## src/rtl/lcw_pkg.sv

```systemverilog
package lcw_pkg;
   // Width of one field of the machine word
   localparam int LCW_FIELD_W = 13;
   // Number of 13-bit fields in one word
   localparam int LCW_NUM_FIELDS = 4;

   // Slot order inside the word, from least significant upward
   typedef enum logic [1:0] {
      SLOT_CNT  = 2'd0,
      SLOT_STEP = 2'd1,
      SLOT_LIM  = 2'd2,
      SLOT_JMP  = 2'd3
   } lcw_slot_e;

   // Adder variants
   localparam int ADD_PLAIN  = 0;
   localparam int ADD_CSEL   = 1;
   // Comparator variants
   localparam int CMP_FLAT   = 0;
   localparam int CMP_TREE   = 1;
endpackage

```

## src/rtl/lcw_add.sv

```systemverilog
module lcw_add #(
   parameter int W     = 13,
   parameter int STYLE = 0
)(
   input  logic [W-1:0] a,
   input  logic [W-1:0] b,
   output logic [W-1:0] sum
);
   localparam int LO_W = W / 2;
   localparam int HI_W = W - LO_W;

   if (W < 2) begin : g_bad_w
      $error("lcw_add: W must be at least 2");
   end
   if (STYLE != lcw_pkg::ADD_PLAIN && STYLE != lcw_pkg::ADD_CSEL) begin : g_bad_style
      $error("lcw_add: unknown STYLE");
   end

   if (STYLE == lcw_pkg::ADD_CSEL) begin : g_csel
      logic [LO_W:0]   lo_sum;
      logic [HI_W-1:0] hi_c0;
      logic [HI_W-1:0] hi_c1;
      always_comb begin
         lo_sum = {1'b0, a[LO_W-1:0]} + {1'b0, b[LO_W-1:0]};
         hi_c0  = a[W-1:LO_W] + b[W-1:LO_W];
         hi_c1  = a[W-1:LO_W] + b[W-1:LO_W] + HI_W'(1);
         sum    = {(lo_sum[LO_W] ? hi_c1 : hi_c0), lo_sum[LO_W-1:0]};
      end
   end else begin : g_plain
      always_comb sum = a + b;
   end
endmodule

```

## src/rtl/lcw_neq.sv

```systemverilog
module lcw_neq #(
   parameter int W     = 13,
   parameter int STYLE = 0
)(
   input  logic [W-1:0] a,
   input  logic [W-1:0] b,
   output logic         ne
);
   localparam int GRP    = 4;
   localparam int N_GRP  = (W + GRP - 1) / GRP;
   localparam int PAD_W  = N_GRP * GRP;

   if (STYLE != lcw_pkg::CMP_FLAT && STYLE != lcw_pkg::CMP_TREE) begin : g_bad_style
      $error("lcw_neq: unknown STYLE");
   end

   if (STYLE == lcw_pkg::CMP_TREE) begin : g_tree
      logic [PAD_W-1:0] diff;
      logic [N_GRP-1:0] grp_hit;
      always_comb diff = PAD_W'(a ^ b);
      for (genvar g = 0; g < N_GRP; g++) begin : g_grp
         always_comb grp_hit[g] = |diff[g*GRP +: GRP];
      end
      always_comb ne = |grp_hit;
   end else begin : g_flat
      always_comb ne = (a != b);
   end
endmodule

```

## src/rtl/lcw_pcsel.sv

```systemverilog
module lcw_pcsel #(
   parameter int AW = 13
)(
   input  logic          go_back,
   input  logic [AW-1:0] jump_addr,
   input  logic [AW-1:0] seq_addr,
   output logic [AW-1:0] next_addr
);
   always_comb next_addr = go_back ? jump_addr : seq_addr;
endmodule

```

## src/rtl/loop_ctl_unit.sv

```systemverilog
module loop_ctl_unit
   import lcw_pkg::*;
#(
   parameter int FIELD_W   = LCW_FIELD_W,
   parameter int ADD_STYLE = ADD_PLAIN,
   parameter int CMP_STYLE = CMP_FLAT,
   localparam int WORD_W   = LCW_NUM_FIELDS * FIELD_W + 1
)(
   input  logic               clk,
   input  logic               rst,
   input  logic               exec_en,
   input  logic [WORD_W-1:0]  ctl_word_in,
   input  logic [FIELD_W-1:0] pc_in,
   output logic [WORD_W-1:0]  word_out,
   output logic [FIELD_W-1:0] pc_next,
   output logic               taken,
   output logic [FIELD_W-1:0] index_out
);
   localparam int I_CNT  = int'(SLOT_CNT);
   localparam int I_STEP = int'(SLOT_STEP);
   localparam int I_LIM  = int'(SLOT_LIM);
   localparam int I_JMP  = int'(SLOT_JMP);

   if (FIELD_W < 2) begin : g_bad_fw
      $error("loop_ctl_unit: FIELD_W must be at least 2");
   end

   // Unpack the word into its fields
   logic [FIELD_W-1:0] fld [LCW_NUM_FIELDS];
   logic               sign_bit;
   for (genvar g = 0; g < LCW_NUM_FIELDS; g++) begin : g_unpack
      always_comb fld[g] = ctl_word_in[g*FIELD_W +: FIELD_W];
   end
   always_comb sign_bit = ctl_word_in[WORD_W-1];

   // Counter step and sequential address
   logic [FIELD_W-1:0] cnt_new;
   logic [FIELD_W-1:0] pc_seq;
   logic               differ;
   logic [FIELD_W-1:0] pc_sel;

   lcw_add #(.W(FIELD_W), .STYLE(ADD_STYLE)) u_cnt_add (
      .a   (fld[I_CNT]),
      .b   (fld[I_STEP]),
      .sum (cnt_new)
   );

   lcw_add #(.W(FIELD_W), .STYLE(ADD_STYLE)) u_pc_inc (
      .a   (pc_in),
      .b   (FIELD_W'(1)),
      .sum (pc_seq)
   );

   lcw_neq #(.W(FIELD_W), .STYLE(CMP_STYLE)) u_lim_cmp (
      .a  (cnt_new),
      .b  (fld[I_LIM]),
      .ne (differ)
   );

   lcw_pcsel #(.AW(FIELD_W)) u_pcsel (
      .go_back   (differ),
      .jump_addr (fld[I_JMP]),
      .seq_addr  (pc_seq),
      .next_addr (pc_sel)
   );

   // Repack: only the counter slot changes
   logic [WORD_W-1:0] wb_word;
   for (genvar g = 0; g < LCW_NUM_FIELDS; g++) begin : g_repack
      if (g == I_CNT) begin : g_cnt
         always_comb wb_word[g*FIELD_W +: FIELD_W] = cnt_new;
      end else begin : g_keep
         always_comb wb_word[g*FIELD_W +: FIELD_W] = fld[g];
      end
   end
   always_comb wb_word[WORD_W-1] = sign_bit;

   always_ff @(posedge clk) begin
      if (rst) begin
         word_out  <= '0;
         pc_next   <= '0;
         taken     <= 1'b0;
         index_out <= '0;
      end else if (exec_en) begin
         word_out  <= wb_word;
         pc_next   <= pc_sel;
         taken     <= differ;
         index_out <= cnt_new;
      end
   end
endmodule

```

## config.mk

```make
export PLATFORM = sky130hd
export DESIGN_NAME = loop_ctl_unit
export DESIGN_NICKNAME = d
export VERILOG_FILES = /design/src/rtl/lcw_pkg.sv /design/src/rtl/lcw_add.sv /design/src/rtl/lcw_neq.sv /design/src/rtl/lcw_pcsel.sv /design/src/rtl/loop_ctl_unit.sv
export SDC_FILE = /design/constraint.sdc
export NUM_CORES = 1
export LEC_CHECK = 0
export ABC_CLOCK_PERIOD_IN_PS = 3940
export BUFFER_PORTS_ARGS = -buffer_cell sky130_fd_sc_hd__buf_2
export CORE_MARGIN = 2
export CORE_UTILIZATION = 40
export DETAILED_ROUTE_END_ITERATION = 6
export PLACE_DENSITY = 0.68
export SYNTH_ARGS = -nofsm -noshare
export SYNTH_HDL_FRONTEND = slang
export SYNTH_SLANG_ARGS = --single-unit
```

## constraint.sdc

```tcl
create_clock -name clk -period 3.94 [get_ports clk]
set_input_delay 0.788 -clock clk [delete_from_list [all_inputs] [get_ports clk]]
set_output_delay 0.788 -clock clk [all_outputs]
set_load 0.02 [all_outputs]
```

# Word level (Yosys, flattened, before mapping)
# Index checks and enable logic that the tools add are counted.
# op_classes
eq_ne,1
muxes,1
n_addsub,2
# op_table
op,n
"13-bit by 1-bit adder with 13-bit output, second input constant",1
13-bit adder,1
13-bit two-way mux,1
13-bit != test,1
# word_totals
word_cells,8
output_inout_bits,80
ff_bits,80
inputBits,69

# Longest topological paths before layout
# Gate-level depths: netlist of run 1.
# depth
word_depth,3
depth_mapped,13
depth_no_buf,11

# Modules after synthesis
# From an unflattened synthesis of run 1, not the netlist that was laid out.
# hier_totals
cells_unflattened,404
area_unflattened_um2,3962.6
# by_module_without_submodules
mod,cells_per_inst,seq_area_each_um2,area_per_inst_um2,instances
loop_ctl_unit,231,1341.3,2506.2,1
lcw_add,71,0.0,558.0,2
lcw_pcsel,14,0.0,195.2,1
lcw_neq,17,0.0,145.1,1

# Least setup slack after synthesis of run 1
# OpenSTA, ideal clock, no wires.
# synth_path
kind,input port to flip-flop
start,input port ctl_word_in[0]
end,register pc_next[10]
arrival_ns,3.352
setup_ns,0.074
cell_stages,12
setup_slack_ns,0.513
required_time_ns,3.866
path_buffers,1
cell_sequence,ha_1 -> inv_1 -> fa_1 -> nor2b_4 -> o31a_1 -> nor4_1 -> a31o_1 -> a2111oi_4 -> nand4_4 -> buf_6 -> or4_1 -> a31oi_1
# synth_between
elab_chain_len,3
# synth_rtl
item,line,rtl
start: declaration,loop_ctl_unit.sv:12,"input logic [WORD_W-1:0] ctl_word_in,"
13-bit adder,lcw_add.sv:30,always_comb sum = a + b;
13-bit != test,lcw_neq.sv:26,always_comb ne = (a != b);
13-bit two-way mux,lcw_pcsel.sv:9,always_comb next_addr = go_back ? jump_addr : seq_addr;
end signal: assignment,loop_ctl_unit.sv:86,pc_next <= pc_sel;
end: declaration,loop_ctl_unit.sv:15,"output logic [FIELD_W-1:0] pc_next,"
# No other way between the ends.
# A chain may end at the register's enable or synchronous reset.

# Worst setup path in the final report of run 1
# layout_path
start,input port ctl_word_in[13]
end,register pc_next[6]
# Same word-level chain as after synthesis.

==> impl_metrics.ini, run 1 <==
[run_status]
outcome = finished clean

[synthesis]
syn_area_sq_um = 3814
synth_flop_cell = dfxtp_1
seq_area_frac_synth = 0.3517
syn_nets = 515
syn_area_per_cell_sq_um = 8.828
ys.warnings.count = 0
ys_seq_elements = 67
synthArstFlopShare = 0
yosysUniqueCellTypes = 54
synthCells = 432
synth_edf_count = 0

[timing]
setup_tns_ps = 0
setup_violations = 0
fmax_mhz = 287.1
slew_headroom = 0.5398
hold_ws_ps = 468.1
fin_skew_ps = 0
rsz0062_at_grt = false
finalMaxSlewViolations = 0
period_share = 0.8840
tightest_slew_ps = 690.3
final.setup.worst_slack_ps = 457.1
hold_viol_final = 0
period_minus_slack_ps = 3483

[min_path]
hold_class = reg -> reg
min_from = word_out[39]$_SDFFE_PP0P_

[finish]
area_growth_pct = 25.13
design_area_sq_um = 4772
post-route-util = 0.5165
multi_input_area_sq_um = 2221
antennaDiodeCount = 0
drive_above_1_share = 0.3137
nFillCells = 886
final_nets = 639
layout.cells.non_filler = 690
layout.area.seq_sq_um = 1341

[critical_path]
worst-path-buf-inv = 2
cp-start-kind = input pin
arrival_ps = 3750
crit_required_ps = 4210
crit_path_frequent_cell = a31oi_1
slowest_stage = or4_1
end_kind = flip-flop
rr_startpoint = word_out[12]$_SDFFE_PP0P_
critPathMaxStageDelay_ps = 610
startpoint = ctl_word_in[13]
path_delay_family = simple AND/OR/NAND/NOR gates
worstSetupPathType = in -> reg
path_cells = buf_2 > ha_1 > inv_1 > fa_1 > nor2b_4 > o2111ai_1 > a31oi_1 > a221oi_2 > xnor3_1 > nand4_4 > or4_1 > a31oi_1
path_max_fanout = 26

[detailed_routing]
drtIter0Drc = 115
ant_nets = 0
drt-pass1-iter-count = 5
drc = 0
via_per_inst = 5.097
wl_per_cell_microns = 14.19
vias = 3517
routed_wl_microns = 9789

[die]
num_io_pins = 149
start_util = 0.4127
core_sq_um = 9240
die_x_microns = 101.6
dieArea_sq_um = 10330
row_count = 35
die-height_microns = 101.6

[power]
ir_drop_mv = 0.1984
finalPower_mw = 1.927
power.leakage_nw = 2.317
power_density_nw_per_um2 = 403.7

[cts]
htreeDepth = 3
clockBufferDepth = 2
post_cts_resized = 0
clock-sinks = 67
clk_latency_ps = 340
ctsRootBufferMaster = clkbuf_8
clk_pin_slew_ps = 70
post_cts_buffers = 0
cts-buffers-inserted = 9
cts_tree = built
cts_hold_buf = 0

[place]
io_buffers = 148
routabilityCongestion = 0.8445
post-place-ws_ps = 104.0
placed_cell_area_sq_um = 4546
place_hpwl_microns = 7337
dp.cells = 674

[global_route]
grt_pass1_vias = 3179
antenna_found_initial = 0
grt_max_degree = 69
overflow = 0
grt_pass1_wl_microns = 15500
track_usage = 0.1901

[run]
maxCapViolations = 0
synth_stat cells (2+ instances only):
| cell | instances | area (sq um) |
|---|---|---|
| nor2_1 | 69 | 259.0 |
| dfxtp_1 | 67 | 1341 |
| mux2i_1 | 46 | 460.4 |
| nand2_1 | 33 | 123.9 |
| clkbuf_1 | 21 | 78.83 |
| xnor2_1 | 20 | 175.2 |
| buf_4 | 15 | 112.6 |
| a31oi_1 | 14 | 87.58 |
| ha_1 | 13 | 162.7 |
| or4_1 | 13 | 97.59 |
| xor2_1 | 13 | 113.9 |
| o311ai_0 | 11 | 96.34 |
| a21oi_1 | 9 | 45.04 |
| nand3_1 | 9 | 45.04 |
| inv_1 | 7 | 26.28 |
| a211oi_1 | 6 | 45.04 |
| o21ai_0 | 6 | 30.03 |
| a21o_1 | 5 | 37.54 |
| and2_1 | 4 | 25.02 |
| nor3_1 | 4 | 20.02 |
| o21a_1 | 4 | 30.03 |
| and3_1 | 3 | 18.77 |
| buf_2 | 3 | 15.01 |
| buf_1 | 2 | 7.510 |
| nand2b_1 | 2 | 12.51 |
| nand3b_1 | 2 | 15.01 |
| nand4_1 | 2 | 12.51 |
| o21ai_1 | 2 | 10.01 |
| xnor3_1 | 2 | 45.04 |
worst paths after layout:
path | endpoint | slack (ps) | cells after the start
worst min register to register | word_out[39]$_SDFFE_PP0P_ | 470 | 2
worst max-delay path | pc_next[6]$_SDFFE_PP0P_ | 460 | 12
worst max register to register | word_out[12]$_SDFFE_PP0P_ | 3200 | 2
worst min-delay path | word_out[39]$_SDFFE_PP0P_ | 470 | 2
layout make-up:
class,instances,area share
clock inverter,6,0.01862
sequential,67,0.2811
inverter,7,0.005506
tap,129,0.03382
multi-input combinational,316,0.4654
timing repair buffer,155,0.1668
clock buffer,10,0.02884
state kept, by name, indices dropped and copies added, names as in the netlist:
register and cells:
pc_next 13, taken 1, word_out 53
worst reg2reg max path: stages, from the launching register on:
cell,delay (ps)
dfxtp_1,380
nor2_1,50
a211oi_1,220
layer usage:
metal	track usage	vias to the layer above	wire length [microns]
met5	0	-	0
met4	0.07380	0	195
met3	0.04279	13	503
met2	0.2869	107	4471
met1	0.2634	1623	4620
li1	-	1774	-
report_power, final:
part           internal [mW]  leakage (nW)  switching [mW]
registers              0.723         0.554          0.0263
logic                  0.208          1.65           0.311
clock network          0.374         0.108           0.284
total                   1.30          2.32           0.622
layout by cell type (no fill, tap or decap), types with 2 or more instances in the layout:
master and instances:
buf_2 147, nor2_1 69, dfxtp_1 67, mux2i_1 46
nand2_1 33, xnor2_1 20, a31oi_1 14, xor2_1 13
or4_1 13, ha_1 13, o311ai_0 11, clkbuf_8 10
a21oi_1 9, nand3_1 9, buf_4 8, inv_1 7
o21ai_0 6, a211oi_1 6, a21o_1 5, nor3_1 4
o21a_1 4, and2_1 4, and3_1 3, o21ai_1 2
nand4_1 2, nand2b_1 2, xnor3_1 2, nand3b_1 2
bufinv_16 2, clkinvlp_4 2
logic make-up (layout without fill, tap and decap cells):
kind of cell             after synthesis  count (layout)  synth area share
buffers and inverters                 49             178           0.06595
adder cells (fa/ha/maj)               14              14           0.04790
flip-flops                            67              67            0.3517
multiplexers                          46              46            0.1207
XOR/XNOR                              35              35           0.08760
AO/OA/AOI/OAI                         71              71            0.1378
AND/OR/NAND/NOR                      150             150            0.1883
Power figures use the tool's default switching activity.
==> run 2: changes to the inputs <==
--- a/config.mk
+++ b/config.mk
@@ -10,7 +10,8 @@
 export CORE_MARGIN = 2
 export CORE_UTILIZATION = 40
 export DETAILED_ROUTE_END_ITERATION = 6
-export PLACE_DENSITY = 0.68
+export PLACE_DENSITY = 0.67
 export SYNTH_ARGS = -nofsm -noshare
 export SYNTH_HDL_FRONTEND = slang
+export SYNTH_HIERARCHICAL = 1
 export SYNTH_SLANG_ARGS = --single-unit
==> run 2 against run 1 <==
Synthesized cell count down 6.5%. Highest routed layer unchanged. Largest power group unchanged. Area after synthesis up 3.9%. Sequential share of layout area down 0.89 points. Non-clock buffer count up 1. Critical path depth up 4. Setup slack worse by 140 ps. Via count down 2.9%. Total power down 3.3%.
==> impl_metrics.ini, run 2 <==
[run_status]
outcome = finished clean

[critical_path]
crit_required_ps = 4150
setup.worst_path.end = pc_next[3]$_SDFFE_PP0P_
regToRegSetupSlack_ps = 3260
reg2reg_to = word_out[3]$_SDFFE_PP0P_
rr_startpoint = word_out[3]$_SDFFE_PP0P_
reg2regPathDepth = 2
path_max_fanout = 14
worstSetupPathType = in -> reg
arrival_ps = 3830
startpoint = ctl_word_in[0]
cp-start-kind = input pin
end_kind = flip-flop

[finish]
layout.cells.non_filler = 691
antennaDiodeCount = 0
design_area_sq_um = 4927
drive_above_1_share = 0.3477
nFillCells = 917
area_growth_pct = 24.34
final_common_cell = buf_2
final_cell_mix = 147 x buf_2, 73 x nor2_1, 67 x mux2i_1, 67 x dfxtp_1
reg.largest.list = word_out: 53 flops, pc_next: 13 flops, taken: 1 flops
regMostFlops = word_out
largest_reg_flops = 53
final_nets = 649

[synthesis]
ys.warnings.count = 6
synthTopCellsByCount = 73 x nor2_1, 67 x dfxtp_1, 67 x mux2i_1
yosysUniqueCellTypes = 37
synth.most_common_cell = nor2_1
synth_edf_count = 0
synth_top_area_frac = 0.3385
synthCells = 404
synthArstFlopShare = 0
synth.area.top_cells = dfxtp_1 34%, mux2i_1 17%, ha_1 7.6%
yosysTopAreaCell = dfxtp_1
syn_area_per_cell_sq_um = 9.808
synth_flop_cell = dfxtp_1
syn_area_sq_um = 3963
seq_area_frac_synth = 0.3385
ys_seq_elements = 67

[die]
dieArea_sq_um = 10720
row_count = 36
core_sq_um = 9684
die-height_microns = 103.5
die_x_microns = 103.5
start_util = 0.4092
num_io_pins = 149

[cts]
ctsRootBufferMaster = clkbuf_8
post_cts_resized = 0
post_cts_buffers = 0
clk_latency_ps = 340
cts-buffers-inserted = 9
htreeDepth = 3
cts_hold_buf = 0
clock-sinks = 67
clockBufferDepth = 2
cts_tree = built
clk_pin_slew_ps = 70

[global_route]
track_usage = 0.1851
grt_pass1_vias = 3378
antenna_found_initial = 0
grt_pass1_wl_microns = 16180
grt_max_degree = 68
overflow = 0

[place]
placed_cell_area_sq_um = 4743
post-place-ws_ps = -40.14
dp.cells = 676
io_buffers = 148
place_hpwl_microns = 7519
routabilityCongestion = 0.8842

[timing]
fin_skew_ps = 0
fmax_mhz = 276.2
setup_tns_ps = 0
period_share = 0.9188
tightest_slew_ps = 1140
slew_headroom = 0.2400
setup_violations = 0
rsz0062_at_grt = false
period_minus_slack_ps = 3620
finalMaxSlewViolations = 0
hold_viol_final = 0
final.setup.worst_slack_ps = 320.0

[detailed_routing]
wl_per_cell_microns = 14.23
vias = 3415
via_per_inst = 4.942
routed_wl_microns = 9832
drc = 0
ant_nets = 0
drtIter0Drc = 109
drt-pass1-iter-count = 4

[power]
ir_drop_mv = 0.1492
power.leakage_nw = 2.583
power_density_nw_per_um2 = 378.0

[min_path]
hold_class = reg -> reg

[run]
maxCapViolations = 0
run 2: changes by cell type after synthesis, moves of 13 or more:
cell      change
nand2_1      -19
mux2i_1      +21
or4_1        -13
clkbuf_1     -15
a31oi_1      -14
a21oi_1      +15
run 2: how the worst min path moves through the flow:
stage / startpoint / endpoint / depth (start not counted)
floorplan: pc_next[12]$_SDFFE_PP0P_ / pc_next[12]$_SDFFE_PP0P_ / 2
global placement: word_out[45]$_SDFFE_PP0P_ / word_out[45]$_SDFFE_PP0P_ / 2
detailed placement: word_out[23]$_SDFFE_PP0P_ / word_out[23]$_SDFFE_PP0P_ / 2
CTS: word_out[23]$_SDFFE_PP0P_ / word_out[23]$_SDFFE_PP0P_ / 2
global route: word_out[33]$_SDFFE_PP0P_ / word_out[33]$_SDFFE_PP0P_ / 2
finish: word_out[51]$_SDFFE_PP0P_ / word_out[51]$_SDFFE_PP0P_ / 2
run 2: routing by layer:
layer  share of wire  GRT usage  up-vias
met3           0.069    0.05727       13
met2            0.50     0.3193      131
met4           0.015    0.05888        0
li1                -          -     1696
met5               0          0        -
met1            0.42     0.2200     1575
run 2: cell families (layout without fill, tap and decap cells):
group / count (synthesis) / after routing / share of synthesized area
adder cells (fa/ha/maj): 26 / 26 / 0.08589
flip-flops: 67 / 67 / 0.3385
buffers and inverters: 31 / 173 / 0.06410
other: 2 / 14 / 0.001895
multiplexers: 80 / 80 / 0.2157
AND/OR/NAND/NOR: 109 / 109 / 0.1213
XOR/XNOR: 35 / 35 / 0.07736
AO/OA/AOI/OAI: 54 / 54 / 0.09536
run 2: stage by stage:
step	hold WS [ps]	util	power [mW]
final	490.4	0.5088	1.863
after detailed placement	475.5	0.4898	1.321
after global routing	520.0	0.5088	1.969
after global placement	469.0	0.4898	1.309
after CTS	494.0	0.5087	1.885
after floorplan	583.3	-	1.173
run 2: critical path, stage by stage:
cell      delay, ps
buf_2           100
ha_1            210
fa_1            390
a21o_1          200
a311oi_1        270
or3_4           190
nand2_1          70
xor2_1          250
xnor2_1         160
nand4_1         110
nor4_1          190
nand4_1         190
buf_12          210
mux2_4          300
mux2i_1         140
nor2_1           50
run 2: power by group:
group	internal (mW)	switching [mW]	leakage, nW
sequential	0.725	0.0278	0.554
clock	0.287	0.265	0.0881
combinational	0.235	0.323	1.94
run 2: cell type report:
class	count	area, sq um	area share
sequential	67	1341	0.2722
timing repair buffer	156	815.8	0.1656
tap	133	166.4	0.03377
multi-input combinational	318	2414	0.4898
clock inverter	5	55.05	0.01117
clock buffer	10	127.6	0.02590
inverter	2	7.507	0.001524
